File: src/rtl/irq_hub_pkg.sv
package irq_hub_pkg;
  localparam int unsigned ADDR_W = 3;

  typedef enum logic [ADDR_W-1:0] {
    REG_CTRL = 3'd0,
    REG_MASK = 3'd1,
    REG_STAT = 3'd2,
    REG_MSEL = 3'd3,
    REG_IDENT = 3'd4
  } reg_addr_e;

  localparam int unsigned CTRL_GIE_BIT = 0;
  localparam int unsigned CTRL_DMA_BIT = 1;
  localparam int unsigned CTRL_SEL_LSB = 2;
endpackage

File: src/rtl/irq_hub_regs.sv
module irq_hub_regs
  import irq_hub_pkg::*;
#(
  parameter int unsigned DW    = 8,
  parameter int unsigned NSLOT = 3,
  parameter logic [DW-1:0] ID_A = 8'h81,
  parameter logic [DW-1:0] ID_B = 8'h60,
  localparam int unsigned CW = $clog2(NSLOT + 1)
) (
  input  logic              clk,
  input  logic              rst,
  input  logic              wr_en,
  input  logic              rd_en,
  input  logic [ADDR_W-1:0] addr,
  input  logic [DW-1:0]     wdata,
  output logic [DW-1:0]     rdata,
  input  logic              active,
  input  logic [CW-1:0]     code,
  output logic              gie,
  output logic              dma_en,
  output logic [CW-1:0]     dma_sel,
  output logic [NSLOT-1:0]  mask,
  output logic [CW-1:0]     mod_sel,
  output logic              clr
);
  logic          id_phase;
  logic [DW-1:0] rd_mux;
  logic          wr_msel_ok;
  logic          rd_id;

  assign clr        = wr_en && (addr == REG_STAT);
  assign rd_id      = rd_en && (addr == REG_IDENT);
  assign wr_msel_ok = wdata[CW-1:0] < CW'(NSLOT);

  always_ff @(posedge clk) begin
    if (rst) begin
      gie     <= 1'b0;
      dma_en  <= 1'b0;
      dma_sel <= '0;
      mask    <= '1;
      mod_sel <= '0;
    end else if (wr_en) begin
      case (addr)
        REG_CTRL: begin
          gie     <= wdata[CTRL_GIE_BIT];
          dma_en  <= wdata[CTRL_DMA_BIT];
          dma_sel <= wdata[CTRL_SEL_LSB +: CW];
        end
        REG_MASK: mask <= wdata[NSLOT-1:0];
        REG_MSEL: if (wr_msel_ok) mod_sel <= wdata[CW-1:0];
        default: ;
      endcase
    end
  end

  always_comb begin
    rd_mux = '0;
    case (addr)
      REG_CTRL: begin
        rd_mux[CTRL_GIE_BIT]          = gie;
        rd_mux[CTRL_DMA_BIT]          = dma_en;
        rd_mux[CTRL_SEL_LSB +: CW]    = dma_sel;
      end
      REG_MASK:  rd_mux[NSLOT-1:0] = mask;
      REG_STAT: begin
        rd_mux[DW-1]   = active;
        rd_mux[CW-1:0] = code;
      end
      REG_MSEL:  rd_mux[CW-1:0] = mod_sel;
      REG_IDENT: rd_mux = id_phase ? ID_B : ID_A;
      default:   rd_mux = '0;
    endcase
  end

  always_ff @(posedge clk) begin
    if (rst) begin
      rdata    <= '0;
      id_phase <= 1'b0;
    end else if (rd_en) begin
      rdata <= rd_mux;
      if (rd_id) id_phase <= ~id_phase;
    end
  end

  AST_ID_VALUE: assert property (@(posedge clk) disable iff (rst)
    rd_id |=> (rdata == ID_A || rdata == ID_B));
  AST_MSEL_BAD_IGNORED: assert property (@(posedge clk) disable iff (rst)
    (wr_en && addr == REG_MSEL && wdata[CW-1:0] >= CW'(NSLOT)) |=> $stable(mod_sel));
  AST_MSEL_IN_RANGE: assert property (@(posedge clk) disable iff (rst)
    mod_sel < CW'(NSLOT));
endmodule

File: src/rtl/irq_hub_capture.sv
module irq_hub_capture #(
  parameter int unsigned NSLOT = 3,
  localparam int unsigned CW = $clog2(NSLOT + 1),
  localparam logic [CW-1:0] TC_CODE = CW'(NSLOT)
) (
  input  logic             clk,
  input  logic             rst,
  input  logic [NSLOT-1:0] slot_irq,
  input  logic             dma_tc,
  input  logic [NSLOT-1:0] mask,
  input  logic             gie,
  input  logic             dma_en,
  input  logic             clr,
  output logic             active,
  output logic [CW-1:0]    code,
  output logic             irq_o
);
  logic [NSLOT-1:0] elig;
  logic             tc_hit;
  logic             any_req;
  logic [CW-1:0]    win;

  assign elig    = dma_en ? '0 : (slot_irq & ~mask);
  assign tc_hit  = dma_en & dma_tc;
  assign any_req = (|elig) | tc_hit;

  always_comb begin
    win = TC_CODE;
    for (int i = NSLOT - 1; i >= 0; i--) begin
      if (elig[i]) win = CW'(i);
    end
  end

  always_ff @(posedge clk) begin
    if (rst) begin
      active <= 1'b0;
      code   <= '0;
    end else if (clr) begin
      active <= 1'b0;
    end else if (!active && gie && any_req) begin
      active <= 1'b1;
      code   <= win;
    end
  end

  assign irq_o = active & gie;

  AST_MASKED_NO_CAPTURE: assert property (@(posedge clk) disable iff (rst)
    (!active && (slot_irq & ~mask) == '0 && !(dma_en && dma_tc)) |=> !active);
  AST_GIE_BLOCKS: assert property (@(posedge clk) disable iff (rst)
    (!gie && !active) |=> !active);
  AST_FLAG_HOLDS: assert property (@(posedge clk) disable iff (rst)
    (active && !clr) |=> (active && $stable(code)));
  AST_CLEAR_WORKS: assert property (@(posedge clk) disable iff (rst)
    clr |=> !active);
  AST_SLOT0_FIRST: assert property (@(posedge clk) disable iff (rst)
    (!active && !clr && gie && !dma_en && slot_irq[0] && !mask[0]) |=> (code == '0));
  AST_DMA_TC_ONLY: assert property (@(posedge clk) disable iff (rst)
    (dma_en && !active && !clr) |=> (!active || code == TC_CODE));
endmodule

File: src/rtl/irq_hub_dma_route.sv
module irq_hub_dma_route #(
  parameter int unsigned NSLOT = 3,
  localparam int unsigned CW = $clog2(NSLOT + 1)
) (
  input  logic             clk,
  input  logic             rst,
  input  logic [NSLOT-1:0] slot_dreq,
  input  logic             dma_en,
  input  logic [CW-1:0]    dma_sel,
  output logic             dma_req_o
);
  logic [(1<<CW)-1:0] dreq_ext;

  assign dreq_ext = {{((1<<CW)-NSLOT){1'b0}}, slot_dreq};

  always_ff @(posedge clk) begin
    if (rst) dma_req_o <= 1'b0;
    else     dma_req_o <= dma_en && (dma_sel < CW'(NSLOT)) && dreq_ext[dma_sel];
  end

  AST_INVALID_SEL_QUIET: assert property (@(posedge clk) disable iff (rst)
    (dma_sel >= CW'(NSLOT)) |=> !dma_req_o);
  AST_DMA_OFF_QUIET: assert property (@(posedge clk) disable iff (rst)
    !dma_en |=> !dma_req_o);
endmodule

File: src/rtl/irq_dma_hub.sv
module irq_dma_hub
  import irq_hub_pkg::*;
#(
  parameter int unsigned DW    = 8,
  parameter int unsigned NSLOT = 3,
  parameter logic [DW-1:0] ID_A = 8'h81,
  parameter logic [DW-1:0] ID_B = 8'h60,
  localparam int unsigned CW = $clog2(NSLOT + 1)
) (
  input  logic              clk,
  input  logic              rst,
  input  logic              wr_en,
  input  logic              rd_en,
  input  logic [ADDR_W-1:0] addr,
  input  logic [DW-1:0]     wdata,
  output logic [DW-1:0]     rdata,
  input  logic [NSLOT-1:0]  slot_irq,
  input  logic              dma_tc,
  input  logic [NSLOT-1:0]  slot_dreq,
  output logic              irq_o,
  output logic              dma_req_o,
  output logic [CW-1:0]     mod_sel_o
);
  logic             gie, dma_en, clr, active;
  logic [CW-1:0]    dma_sel, code;
  logic [NSLOT-1:0] mask;

  irq_hub_regs #(.DW(DW), .NSLOT(NSLOT), .ID_A(ID_A), .ID_B(ID_B)) regs_i (
    .clk(clk), .rst(rst), .wr_en(wr_en), .rd_en(rd_en), .addr(addr),
    .wdata(wdata), .rdata(rdata), .active(active), .code(code),
    .gie(gie), .dma_en(dma_en), .dma_sel(dma_sel), .mask(mask),
    .mod_sel(mod_sel_o), .clr(clr)
  );

  irq_hub_capture #(.NSLOT(NSLOT)) cap_i (
    .clk(clk), .rst(rst), .slot_irq(slot_irq), .dma_tc(dma_tc),
    .mask(mask), .gie(gie), .dma_en(dma_en), .clr(clr),
    .active(active), .code(code), .irq_o(irq_o)
  );

  irq_hub_dma_route #(.NSLOT(NSLOT)) route_i (
    .clk(clk), .rst(rst), .slot_dreq(slot_dreq), .dma_en(dma_en),
    .dma_sel(dma_sel), .dma_req_o(dma_req_o)
  );
endmodule

File: config.mk
export PLATFORM = sky130hd
export DESIGN_NAME = irq_dma_hub
export DESIGN_NICKNAME = d
export VERILOG_FILES = /design/src/rtl/irq_hub_pkg.sv /design/src/rtl/irq_hub_regs.sv /design/src/rtl/irq_hub_capture.sv /design/src/rtl/irq_hub_dma_route.sv /design/src/rtl/irq_dma_hub.sv
export SDC_FILE = /design/constraint.sdc
export NUM_CORES = 1
export LEC_CHECK = 0
export BUFFER_PORTS_ARGS = -buffer_cell sky130_fd_sc_hd__buf_2
export CAP_MARGIN = 30
export CORE_UTILIZATION = 35
export DETAILED_ROUTE_END_ITERATION = 6
export PLACE_DENSITY_LB_ADDON = 0.05
export SETUP_SLACK_MARGIN = 0.3
export SYNTH_ARGS = -nofsm -noshare
export SYNTH_HDL_FRONTEND = slang
export SYNTH_SLANG_ARGS = --single-unit
File: constraint.sdc
create_clock -name clk -period 1.4 [get_ports clk]
set_input_delay 0.07 -clock clk [delete_from_list [all_inputs] [get_ports clk]]
set_output_delay 0.07 -clock clk [all_outputs]
set_load 0.02 [all_outputs]
==> results.yml <==
worst_setup_path:
  crit_fanout: 3
  reg2reg_depth: 3
  worstSetupStartpointType: "flip-flop"
  rrSetupSlack_ns: 0.31
  cp_data_arrival_time_ns: 1.29
  crit_path_end_kind: "flip-flop"
  cp.required_ns: 1.59
  critical_path_class: "flip-flop to flip-flop"
logic_synthesis:
  syn_nets: 129
  ys_types: 35
  synth-main-ff-cell: "dfxtp_1"
  async_flop_share_pct: 0
  synth-seq-area-share_pct: 40.10
  avgSynthCellArea_um2: 9.331
  syn-cell-area_um2: 998.5
  ys_ff_latch: 20
  synth_warnings: 0
  synth-edff-count: 0
  syn_inst: 107
sta:
  slew_violations: 0
  post-route-period-util_pct: 78.10
  setup_viol: 0
  rsz0062_at_grt: "yes"
  whs_ns: 0.1204
  fmax_mhz: 914.6
  fin_ws_ns: 0.3066
  finalHoldViolations: 0
  post-route-min-period_ns: 1.093
  setup_tns_ns: 0
  clock_skew_ns: 0.002314
clocking:
  cts.reportedPaths.clkPinSlew_ns: 0.13
  cts_inserted_buffers: 3
  cts_tree: "built"
  htree_levels: 1
  clock_latency_ns: 0.30
  cts_sinks: 20
  cts-root-buf: "clkbuf_4"
  clk_path_buf_depth: 2
global_routing:
  grt_max_degree: 21
  grt_pass1_wl_um: 3781
  antenna_found_initial: 0
  track_usage_pct: 15.32
  grt_pass1_vias: 833
  overflow: 0
finish:
  multi_input_area_um2: 553.0
  syn2layout_area_growth_pct: 26.69
  fill_cells: 283
  seq_area_um2: 410.4
  final_net_count: 161
  final_util_pct: 46.27
  n_antenna_cell: 0
  drive_gt1_share_pct: 35.51
routing:
  drt_first_pass_iters: 4
  vias: 872
  postRouteAntennaNets: 0
  wl_per_cell_um: 12.49
  drt-vias-per-instance: 5.160
  drc: 0
  drt_iter0_markers: 13
  wirelength_um: 2111
place:
  place_congestion: 0.6674
  dp_slack_ns: 0.2001
  portBuffers: 28
  hpwl_um: 1489
power:
  intPower_uw: 941.5
  ir_drop_uv: 473.4
  clock_power_share_pct: 39.8
  power_density_nw_per_um2: 971.2
  cellLeakagePower_nw: 0.5214
  swShare_pct: 23.36
  p_seq_share_pct: 47.9
  switchingPower_uw: 287.0
  p_comb_share_pct: 12.3
status:
  status: "finished, final reports clean"
floorplanning:
  dieArea_um2: 3070
  fp-row-count: 19
  core_area_um2: 2734
  start_util_pct: 36.52
  ios: 34
  die_width_um: 55.41
  die_h_um: 55.41
min_path:
  hold_path_class: "input port to flip-flop"
  hold_path_depth: 3
run:
  cap_violations: 0
cells in the mapped netlist, drive strengths merged, types with 2 or more instances:
master,count,area (um^2)
a211o,3,26.28
a21oi,8,40.04
nand2b,6,37.54
nand3b,2,15.01
o22ai,2,12.51
nand2,2,7.510
dfxtp,20,400.4
inv,2,7.510
nor2b,5,31.28
nor3,3,15.01
o21ai,3,15.01
clkbuf,3,11.26
nor2,15,56.30
nand4b,2,17.52
buf,5,42.53
mux2i,9,90.09
layout by cell type, fill, tap and decap left out, types with 2 or more instances in the layout:
cell,netlist,routed
a21oi_1,8,7
nand4b_1,2,2
nor3_1,3,3
a211o_1,3,3
buf_2,1,28
nor2b_1,5,5
buf_4,2,3
mux2i_1,9,9
inv_1,2,2
dlygate4sd3_1,0,4
dfxtp_1,20,14
nand3b_1,2,2
clkbuf_4,0,3
o21ai_2,0,2
nor2_1,15,15
nand2_1,2,2
nand2b_1,6,6
dfxtp_2,0,5
kinds of logic after synthesis:
logic type	count (synthesis)	share of synthesized area [%]
buf+inv	10	6.139
flops	20	40.10
other cells	1	0.3756
simple gates	45	27.82
xor+xnor	1	0.8774
compound gates	20	13.03
mux	10	11.65
per-layer routing:
metal	vias to the layer above	part of all wire, %	global-route usage (%)
li1	440	-	-
met1	407	48	21.91
met2	23	46	23.06
met3	2	5.0	2.810
met4	0	0.66	5.357
met5	-	0	0
power by group through the flow:
stage                     clock (mW)  sequential, mW  combinational (mW)
after floorplan                    0           0.609              0.0876
after global placement             0           0.604               0.131
after detailed placement           0           0.604               0.132
after CTS                      0.497           0.589               0.151
after global routing           0.521           0.591               0.167
final                          0.489           0.589               0.151
final timing paths:
path | start | endpoint
max | regs_i.dma_en | regs_i.rdata[1]
min reg2reg | regs_i.rdata[3] | regs_i.rdata[3]
max reg2reg | regs_i.dma_en | regs_i.rdata[1]
min | rd_en | regs_i.rdata[1]
state kept, by name, indices dropped and copies added, names as in the netlist:
signal             flops
regs_i.gie             1
cap_i.active           1
regs_i.dma_sel         2
regs_i.dma_en          1
regs_i.mod_sel         2
regs_i.rdata           6
cap_i.code             2
regs_i.mask            3
route_i.dma_req_o      1
regs_i.id_phase        1
final cells by class:
class | count | share of cell area, %
Multi-Input combinational cell | 77 | 43.72
Clock buffer | 3 | 1.780
Sequential cell | 20 | 32.44
Timing Repair Buffer | 35 | 16.02
Clock inverter | 1 | 2.374
Inverter | 2 | 0.5935
Tap cell | 31 | 3.066
repair_timing:
action,in CTS,in global routing
endpoints found under the setup margin,5,7
pin swaps,3,4
gates resized for setup,8,6
hold endpoints to repair,4,0
buffers inserted,3,0
hold buffers,4,0
critical path, stage by stage, from the launching register on:
cell and delay, ns:
dfxtp_4 0.37, mux4_2 0.45, nand3b_1 0.10, a21oi_1 0.06
stage by stage:
stage / std cells / power, mW / cell area (um^2)
floorplan: 107 / 0.6964 / 999.7
CTS: 169 / 1.237 / 1250
global placement: 158 / 0.7348 / 1125
global route: 169 / 1.279 / 1265
finish: 169 / 1.229 / 1265
detailed placement: 158 / 0.7361 / 1125
Note: power is estimated with default switching activity, not from simulation.
